File: src/rtl/clockpro_replacer.sv
module clockpro_replacer #(
  parameter int SLOTS = 16,
  parameter int KEY_W = 16
) (
  input  logic                         clk,
  input  logic                         rst_n,
  input  logic                         req_valid,
  input  logic [KEY_W-1:0]             req_key,
  output logic                         req_ready,
  output logic                         resp_valid,
  output logic                         resp_hit,
  output logic                         resp_evict,
  output logic [KEY_W-1:0]             resp_victim,
  output logic [$clog2(SLOTS)-1:0]     resp_slot,
  output logic [$clog2(SLOTS+1)-1:0]   cold_budget
);
  localparam int CAP   = SLOTS / 2;
  localparam int IDX_W = $clog2(SLOTS);
  localparam int CNT_W = $clog2(SLOTS + 1);

  typedef enum logic [1:0] {S_IDLE, S_COLD, S_PLACE, S_FIX} st_t;
  st_t st;

  logic [KEY_W-1:0] key_q [SLOTS];
  logic [SLOTS-1:0] vld_q, res_q, hot_q, ref_q, tst_q;
  logic [IDX_W-1:0] hand_c, hand_h, hand_t;
  logic [KEY_W-1:0] key_l;
  logic             rec_l;
  logic [IDX_W-1:0] rec_idx_l;

  logic             hit_any, rec_any, free_any;
  logic [IDX_W-1:0] hit_idx, rec_idx, free_idx;
  logic [CNT_W-1:0] n_res, n_hot;

  function automatic logic [IDX_W-1:0] nxt(input logic [IDX_W-1:0] h);
    return (h == IDX_W'(SLOTS - 1)) ? '0 : h + IDX_W'(1);
  endfunction

  always_comb begin
    hit_any = 1'b0; hit_idx = '0;
    rec_any = 1'b0; rec_idx = '0;
    free_any = 1'b0; free_idx = '0;
    n_res = '0; n_hot = '0;
    for (int i = SLOTS - 1; i >= 0; i--) begin
      if (vld_q[i] && key_q[i] == req_key) begin
        if (res_q[i]) begin hit_any = 1'b1; hit_idx = IDX_W'(i); end
        else          begin rec_any = 1'b1; rec_idx = IDX_W'(i); end
      end
      if (!vld_q[i]) begin free_any = 1'b1; free_idx = IDX_W'(i); end
      n_res = n_res + CNT_W'(vld_q[i] & res_q[i]);
      n_hot = n_hot + CNT_W'(vld_q[i] & hot_q[i]);
    end
  end

  wire hot_excess = n_hot > (CNT_W'(CAP) - cold_budget);
  wire do_hot  = (st == S_COLD || st == S_FIX) && hot_excess;
  wire do_cold = (st == S_COLD) && !hot_excess;
  wire do_test = (st == S_PLACE) && !rec_l && !free_any;
  wire budget_up   = (st == S_PLACE) && rec_l && (cold_budget < CNT_W'(CAP - 1));
  wire test_closes = do_test && vld_q[hand_t] && !hot_q[hand_t] && tst_q[hand_t];

  assign req_ready = (st == S_IDLE);

  always_ff @(posedge clk) begin
    if (!rst_n) begin
      st <= S_IDLE;
      for (int i = 0; i < SLOTS; i++) key_q[i] <= '0;
      vld_q <= '0; res_q <= '0; hot_q <= '0; ref_q <= '0; tst_q <= '0;
      hand_c <= '0; hand_h <= '0; hand_t <= '0;
      key_l <= '0; rec_l <= 1'b0; rec_idx_l <= '0;
      resp_valid <= 1'b0; resp_hit <= 1'b0; resp_evict <= 1'b0;
      resp_victim <= '0; resp_slot <= '0;
      cold_budget <= CNT_W'(1);
    end else begin
      resp_valid <= 1'b0;

      if (st == S_IDLE && req_valid) begin
        key_l <= req_key;
        resp_evict <= 1'b0;
        if (hit_any) begin
          ref_q[hit_idx] <= 1'b1;
          resp_hit   <= 1'b1;
          resp_slot  <= hit_idx;
          resp_valid <= 1'b1;
        end else begin
          resp_hit  <= 1'b0;
          rec_l     <= rec_any;
          rec_idx_l <= rec_idx;
          st <= (n_res == CNT_W'(CAP)) ? S_COLD : S_PLACE;
        end
      end

      if (do_hot) begin
        hand_h <= nxt(hand_h);
        if (vld_q[hand_h] && hot_q[hand_h]) begin
          if (ref_q[hand_h]) ref_q[hand_h] <= 1'b0;
          else begin
            hot_q[hand_h] <= 1'b0;
            tst_q[hand_h] <= 1'b0;
          end
        end
      end

      if (do_cold) begin
        hand_c <= nxt(hand_c);
        if (vld_q[hand_c] && res_q[hand_c] && !hot_q[hand_c]) begin
          if (ref_q[hand_c]) begin
            ref_q[hand_c] <= 1'b0;
            if (tst_q[hand_c]) begin
              hot_q[hand_c] <= 1'b1;
              tst_q[hand_c] <= 1'b0;
            end else begin
              tst_q[hand_c] <= 1'b1;
            end
          end else begin
            res_q[hand_c] <= 1'b0;
            if (!tst_q[hand_c]) vld_q[hand_c] <= 1'b0;
            resp_evict  <= 1'b1;
            resp_victim <= key_q[hand_c];
            st <= S_PLACE;
          end
        end
      end

      if (do_test) begin
        hand_t <= nxt(hand_t);
        if (test_closes) begin
          tst_q[hand_t] <= 1'b0;
          if (!res_q[hand_t]) vld_q[hand_t] <= 1'b0;
        end
      end

      if (budget_up) cold_budget <= cold_budget + CNT_W'(1);
      else if (test_closes && cold_budget > CNT_W'(1)) cold_budget <= cold_budget - CNT_W'(1);

      if (st == S_PLACE) begin
        if (rec_l) begin
          res_q[rec_idx_l] <= 1'b1;
          hot_q[rec_idx_l] <= 1'b1;
          tst_q[rec_idx_l] <= 1'b0;
          ref_q[rec_idx_l] <= 1'b0;
          resp_slot <= rec_idx_l;
          st <= S_FIX;
        end else if (free_any) begin
          key_q[free_idx] <= key_l;
          vld_q[free_idx] <= 1'b1;
          res_q[free_idx] <= 1'b1;
          hot_q[free_idx] <= 1'b0;
          tst_q[free_idx] <= 1'b1;
          ref_q[free_idx] <= 1'b0;
          resp_slot <= free_idx;
          st <= S_FIX;
        end
      end

      if (st == S_FIX && !hot_excess) begin
        resp_valid <= 1'b1;
        st <= S_IDLE;
      end
    end
  end
endmodule

File: config.mk
export PLATFORM = sky130hd
export DESIGN_NAME = clockpro_replacer
export DESIGN_NICKNAME = d
export VERILOG_FILES = /design/src/rtl/clockpro_replacer.sv
export SDC_FILE = /design/constraint.sdc
export NUM_CORES = 1
export LEC_CHECK = 0
export BUFFER_PORTS_ARGS = -buffer_cell sky130_fd_sc_hd__buf_2
export CAP_MARGIN = 20
export CORE_ASPECT_RATIO = 1.25
export CORE_UTILIZATION = 50
export DETAILED_ROUTE_END_ITERATION = 8
export PLACE_DENSITY = 0.66
export SYNTH_ARGS = -nofsm -noshare
export SYNTH_HDL_FRONTEND = slang
export SYNTH_SLANG_ARGS = --single-unit
File: constraint.sdc
create_clock -name clk -period 13.4 [get_ports clk]
set_input_delay 1.34 -clock clk [delete_from_list [all_inputs] [get_ports clk]]
set_output_delay 1.34 -clock clk [all_outputs]
set_load 0.05 [all_outputs]
; Yosys cells after proc, flatten, opt, wreduce, memory -nomap -nowiden
; Memory sizes are Yosys's and may differ from the RTL's. A register that Yosys moved wholly into a read port is not among the register bits.
; Cells that the tools add are included.
[op_classes]
n_shift = 0
muxes = 291
n_lt_le_gt_ge = 15
n_eq_ne = 23
mul = 0
div_mod_pow = 0
n_reduce_logical = 50
n_addsub = 36
bitwise_logic = 61
[ops]
columns = op, n
row1 = 16-bit 2-to-1 mux, 61
row2 = 4-bit 2-to-1 mux, 89
row3 = 16-bit equality test, 16
row4 = 16-bit bitwise AND, 13
row5 = 16-bit bitwise OR, 8
row6 = 1-bit 2-to-1 mux, 112
row7 = 5-bit by 1-bit adder with 5-bit output, 22
row8 = 16-bit NOT, 5
row9 = 1-bit binary-select mux with 4-bit select, 12
row10 = 1-bit logical AND, 37
row11 = 1-bit bitwise AND, 32
row12 = 4-bit by 5-bit less-than comparator with 1-bit output (second input constant), 6
row13 = 1-bit demux with 4-bit select, 6
row14 = 4-bit by 1-bit greater-or-equal comparator with 1-bit output (second input constant), 6
row15 = 2-bit 2-to-1 mux, 9
row16 = 16-bit OR reduction, 1
row17 = 4-bit by 1-bit adder with 4-bit output (second input constant), 3
row18 = 4-bit equality test (second input constant), 3
row19 = 4-bit by 1-bit adder with 5-bit output, 2
row20 = 5-bit 2-to-1 mux, 2
row21 = 3-bit by 1-bit adder with 4-bit output, 2
row22 = 2-bit by 1-bit adder with 3-bit output, 2
row23 = 1-bit logical NOT, 6
row24 = 5-bit by 1-bit adder with 5-bit output (second input constant), 1
row25 = 16 further kinds, 20
[totals]
ramBits = 256
mem_bits_ro = 0
latchBits = 0
inputBits = 19
out_inout_bits = 29
memories = 1
elab_cells = 494
regBits = 127
[memory_table]
columns = name, words, word_bits, rd, rd_clocked_by_memory_dff, write_ports, line_no
row1 = key_q, 16, 16, 17, 1, 16, 24  ; logic [KEY_W-1:0] key_q [SLOTS];

; Longest topological paths before layout
[logic_depth]
depth_word = 55
mapped_depth = 23
depth_no_buf = 21

; Worst setup path after synthesis
; No wires, ideal clock.
[synth_timing]
kind = reg-to-reg
startpoint = reg vld_q[4]
endpoint = reg tst_q[6]
synth_period_minus_slack_ns = 6.035
path_stages_with_launch = 23
path_buffers = 2
setup_slack_ns = 7.365
setup_time_ns = 0.116
arrival_time_ns = 5.919
required_time_ns = 13.284
path_cell_list = dfxtp_1 clkbuf_1 and2_1 fa_1 fa_1 inv_1 fa_1 fa_1 inv_1 ha_1 fa_1 xor2_1 ha_1 o21a_1 o31ai_1 a211oi_1 o21ai_0 or2_2 clkbuf_1 nor3b_1 nand2_1 a21o_1 a31o_1
[synth_via]
elab_chain_len = 24
elab_cells_between_ends = 58
cone_classes = add/sub: 5 / order compare: 3 / mux: 32 / bitwise: 6 / reduce/logical: 12
[synth_lines]
columns = item, line_no
row1 = "start, declared", 25  ; logic [SLOTS-1:0] vld_q, res_q, hot_q, ref_q, tst_q;
row2 = "start signal, assigned", 68  ; vld_q <= '0; res_q <= '0; hot_q <= '0; ref_q <= '0; tst_q <= '0;
row3 = "start signal, assigned by index", 117  ; if (!tst_q[hand_c]) vld_q[hand_c] <= 1'b0;
row4 = "start signal, assigned by index", 129  ; if (!res_q[hand_t]) vld_q[hand_t] <= 1'b0;
row5 = 1-bit bitwise AND, 51  ; n_hot = n_hot + CNT_W'(vld_q[i] & hot_q[i]);
row6 = 5-bit by 1-bit adder with 5-bit output (5 in a row), 51
row7 = 5-bit > comparator, 55  ; wire hot_excess = n_hot > (CNT_W'(CAP) - cold_budget);
row8 = 1-bit logical AND, 56  ; wire do_hot = (st == S_COLD || st == S_FIX) && hot_excess;
row9 = 16-bit 2-to-1 mux, 93  ; if (do_hot) begin
row10 = 16-bit 2-to-1 mux, 65  ; if (!rst_n) begin
row11 = 16-bit bitwise OR (no source line) / 16-bit bitwise AND (equally long branches), n/a
row12 = 16-bit 2-to-1 mux, 109  ; if (tst_q[hand_c]) begin
row13 = [... 4 more ...], n/a
row14 = 16-bit bitwise AND (no source line), n/a
row15 = 16-bit 2-to-1 mux, 127  ; if (test_closes) begin
row16 = 16-bit 2-to-1 mux, 125  ; if (do_test) begin
row17 = 16-bit 2-to-1 mux, 65
row18 = 16-bit bitwise OR (no source line), n/a
row19 = 16-bit 2-to-1 mux, 144  ; end else if (free_any) begin
row20 = 16-bit 2-to-1 mux, 137  ; if (rec_l) begin
row21 = 16-bit 2-to-1 mux (*), 136  ; if (st == S_PLACE) begin
row22 = "end signal, assigned by index", 128  ; tst_q[hand_t] <= 1'b0;
row23 = "end signal, assigned by index", 140  ; tst_q[rec_idx_l] <= 1'b0;
row24 = "end signal, assigned by index", 149  ; tst_q[free_idx] <= 1'b1;
row25 = "end, declared", 25
; Mark *: on every way between the ends. The rest lies on a longest branch, timed or not. The select of a mux whose other input is x is not followed.
; A chain may end at the register's enable or synchronous reset.

; Worst setup path in the final report
[layout_timing]
startpoint = reg vld_q[0]
endpoint = reg tst_q[15]
[layout_via]
elab_chain_len = 20
elab_cells_between_ends = 46
cone_classes = add/sub: 1 / order compare: 3 / mux: 24 / bitwise: 6 / reduce/logical: 12
[layout_lines]
columns = item, line_no
row1 = 1-bit bitwise AND / 1-bit binary-select mux with 4-bit select (equally long branches), "51, 95"
row2 = 5-bit by 1-bit adder with 5-bit output / 1-bit 2-to-1 mux (equally long branches), "51, 95"
row3 = 5-bit > comparator / 1-bit logical AND (equally long branches), "55, 95"
row4 = 1-bit logical AND / 16-bit 2-to-1 mux (equally long branches), "56, 95"
row5 = 16-bit 2-to-1 mux, 93
row6 = 16-bit 2-to-1 mux, 65
row7 = 16-bit bitwise OR (no source line) / 16-bit bitwise AND (equally long branches), n/a
row8 = 16-bit 2-to-1 mux, 109
row9 = [... 4 more ...], n/a
row10 = 16-bit bitwise AND (no source line), n/a
row11 = 16-bit 2-to-1 mux, 127
row12 = 16-bit 2-to-1 mux, 125
row13 = 16-bit 2-to-1 mux, 65
row14 = 16-bit bitwise OR (no source line), n/a
row15 = 16-bit 2-to-1 mux, 144
row16 = 16-bit 2-to-1 mux, 137
row17 = 16-bit 2-to-1 mux (*), 136
; Marked as above.

==> flow_summary.yaml <==
outcome:
  outcome: "completed"
detailed_routing:
  routed_wl_mm: 93.9
  ant_nets: 0
  route.detailed.drc: 0
  viasPerCell: 6.57
  dr.pass1.iters: 5
  vias: 19700
  wl_per_cell_um: 31.3
  drtIter0Drc: 2392
clock_tree:
  h-tree-depth: 2
  worstSkewPairLatency_ps: 590
  clk_path_buf_depth: 3
  cts_buffers: 43
  post_cts_resized: 0
  cts_setup_buffers: 0
  ctsHoldBuffers: 0
  clock_sinks: 399
  root_buffer: "clkbuf_16"
  cts_tree: "yes"
  clk_transition_reported_paths_ps: 70
setup_path:
  r2r_end: "tst_q[15]"
  cp.required_ps: 13880
  cp_max_fo: 19
  startpoint_type: "flop"
  cp_top_family: "adder cells"
  setup.worst_path.class: "reg2reg"
  slowest_delay_ps: 1030
  cp.buffers_inverters: 3
  rrSetupSlack_ps: 5970
  worstPathCellList: "and2_1 > fa_1 > fa_1 > inv_1 > fa_1 > fa_1 > inv_1 > ha_1 > fa_1 > xor2_1 > ha_1 > o21a_1 > o31ai_1 > a21oi_1 > nor3_1 > o211ai_1 > buf_4 > nor2b_1 > a21boi_1 > a41o_1"
  crit_slowest_cell: "nor2b_1"
  r2r_start: "vld_q[0]"
  path_common_cell: "fa_1"
  cp.arrival_ps: 7910
  reg2reg_depth: 20
  cp-end-kind: "flop"
synthesis:
  synth_area_leaders: "edfxtp_1 (31%), dfxtp_1 (12%), mux4_2 (9.7%), and2_1 (7.2%), xnor2_1 (5.0%)"
  synth.distinct_cells: 83
  yosys.area.top_type_share_pct: 31.4
  yosys_warnings: 0
  ys_seq_area_share_pct: 43.1
  synth_area_um2: 24500
  async_flop_share_pct: 0
  synth_edf_count: 256
  syn_nets: 2409
  ys_ff_latch: 399
  yosys.area.top_type: "edfxtp_1"
  synth-main-ff-cell: "edfxtp_1"
  syn_area_per_cell_um2: 10.5
  syn_inst: 2340
timing:
  relSlewSlack_pct: 12.2
  drv_slew: 0
  setup_viol: 0
  fin_skew_ps: 12.2
  hold_viol: 0
  holdWs_ps: 461
  rsz0062_at_grt: "false"
  fmax_ghz: 0.135
  final.setup.tns_ps: 0
  min_period_over_period_pct: 55.5
  worstMarginPinSlew_ps: 1310
  period_needed_ps: 7430
place:
  dpl.hpwl_mm: 68.8
  placed_area_um2: 25200
  dp.cells: 2913
  gp_congestion: 1.03
  portBuffers: 47
pwr:
  power_uw: 3040
  power_density_nw_per_um2: 114
  irDropWorstVdd_mv: 0.115
  power.leakage_uw: 0.00937
grt:
  grtUsageMet3_pct: 8.02
  track_usage_pct: 38.3
  grtUsageMet2_pct: 59.2
  grt_pass1_wl_mm: 135
  antenna_found_initial: 4
  grt_use_met1_pct: 46.6
  grt_pass1_vias: 19200
  grt_max_degree: 58
  top_usage_layer: "met2"
  grt-ovfl-total: 0
finish:
  stdcell_count: 3000
  design_area_um2: 26700
  drive_gt1_share_pct: 13.5
  syn_to_final_growth_pct: 9.30
  nNetsFinal: 2390
min_path:
  hold_path.class: "reg2reg"
  holdPathStages: 2
  hold_path_startpoint: "resp_evict"
  holdPathEnd: "resp_evict"
floorplan:
  floorplan.rows: 90
  dieWidth_um: 200
  ios: 48
  initial_utilization_pct: 50.7
  die_area_um2: 49800
  core_area_um2: 48300
  die_height_um: 249
run:
  cap_violations: 0
## routing by layer
layer	vias to the layer above	wire length [um]
li1	8385	-
met1	9732	33500
met2	1220	43100
met3	377	8380
met4	6	8860
met5	-	38
## tightest hold or removal path, cell delays in order (launching register included)
cell,delay (ps)
dfxtp_1,310
nand2_1,50
a21oi_1,50
## final cells by class
| class | count | area [um2] |
|---|---|---|
| Antenna cell | 1 | 2.50 |
| Clock buffer | 61 | 1240 |
| Clock inverter | 18 | 240 |
| Fill cell | 4189 | 21600 |
| Inverter | 75 | 283 |
| Multi-Input combinational cell | 1706 | 13000 |
| Sequential cell | 399 | 10600 |
| Tap cell | 644 | 806 |
| Timing Repair Buffer | 96 | 654 |
## flip-flops by register name, summed over array words and instances, names as in the netlist
register / cells
cold_budget: 5
hand_c: 4
hand_h: 4
hand_t: 4
hot_q: 16
key_l: 16
key_q: 256
rec_idx_l: 4
rec_l: 1
ref_q: 16
res_q: 16
resp_evict: 1
resp_hit: 1
resp_slot: 4
resp_valid: 1
resp_victim: 16
st: 2
tst_q: 16
vld_q: 16
## kinds of logic (layout without fill, tap and decap cells)
group / after synthesis / in the layout / share of synthesized area (%)
flops: 399 / 399 / 43.1
fa+ha+maj: 50 / 50 / 3.17
xor+xnor: 262 / 262 / 9.38
other cells: 0 / 1 / 0
buf+inv: 235 / 250 / 4.18
simple gates: 915 / 915 / 20.2
compound gates: 343 / 343 / 9.01
mux: 136 / 136 / 11.0
## power breakdown
group / switching, uW / leakage [uW] / internal [uW] / total, uW
clock: 527 / 0.000720 / 742 / 1270
combinational: 221 / 0.00495 / 127 / 348
sequential: 72.0 / 0.00370 / 1350 / 1430
total: 820 / 0.00937 / 2220 / 3040
## how the worst max path moves through the flow
stage | startpoint | end | slack (ps) | cells after the start
finish | vld_q[0] | tst_q[15] | 5970 | 20
detailed placement | vld_q[0] | tst_q[15] | 6240 | 20
global placement | vld_q[2] | tst_q[15] | 6350 | 20
floorplan | vld_q[4] | tst_q[6] | 7370 | 22
CTS | vld_q[0] | tst_q[1] | 6180 | 20
global route | vld_q[0] | tst_q[0] | 5780 | 21
## cell usage in the layout (no fill, tap or decap), drive strengths merged, types with 69 or more instances in the layout
cell type  instances
nand2            193
buf               95
o21ai             69
xor2             121
edfxtp           256
nor2             124
xnor2            141
a21oi            115
inv               74
dfxtp            143
mux4             105
and2             284
## cells in the mapped netlist (12+ instances only)
library cell	n
nor4_1	41
o2111ai_1	12
buf_1	13
clkbuf_1	109
nand4_1	38
nor3b_1	12
inv_1	73
xnor2_1	141
dfxtp_1	143
fa_1	20
buf_2	14
nand3_1	52
and3_1	12
nand2_1	193
nor2_1	123
ha_1	30
o21ai_0	58
mux2i_1	26
nand3b_1	12
nor3_1	47
xor2_1	121
edfxtp_1	256
mux4_2	105
nand2b_1	17
a21oi_1	115
o211ai_1	15
a31oi_1	26
buf_4	15
and2_1	281
nor2b_1	21
## stage by stage
step,util (%),worst slack [ps]
3_3_place_gp,52.0,6350
4_1_cts,55.2,6180
3_5_place_dp,52.1,6240
6_report,55.4,5970
5_1_grt,55.4,5780
2_1_floorplan,-,7370
Power figures use the tool's default switching activity.
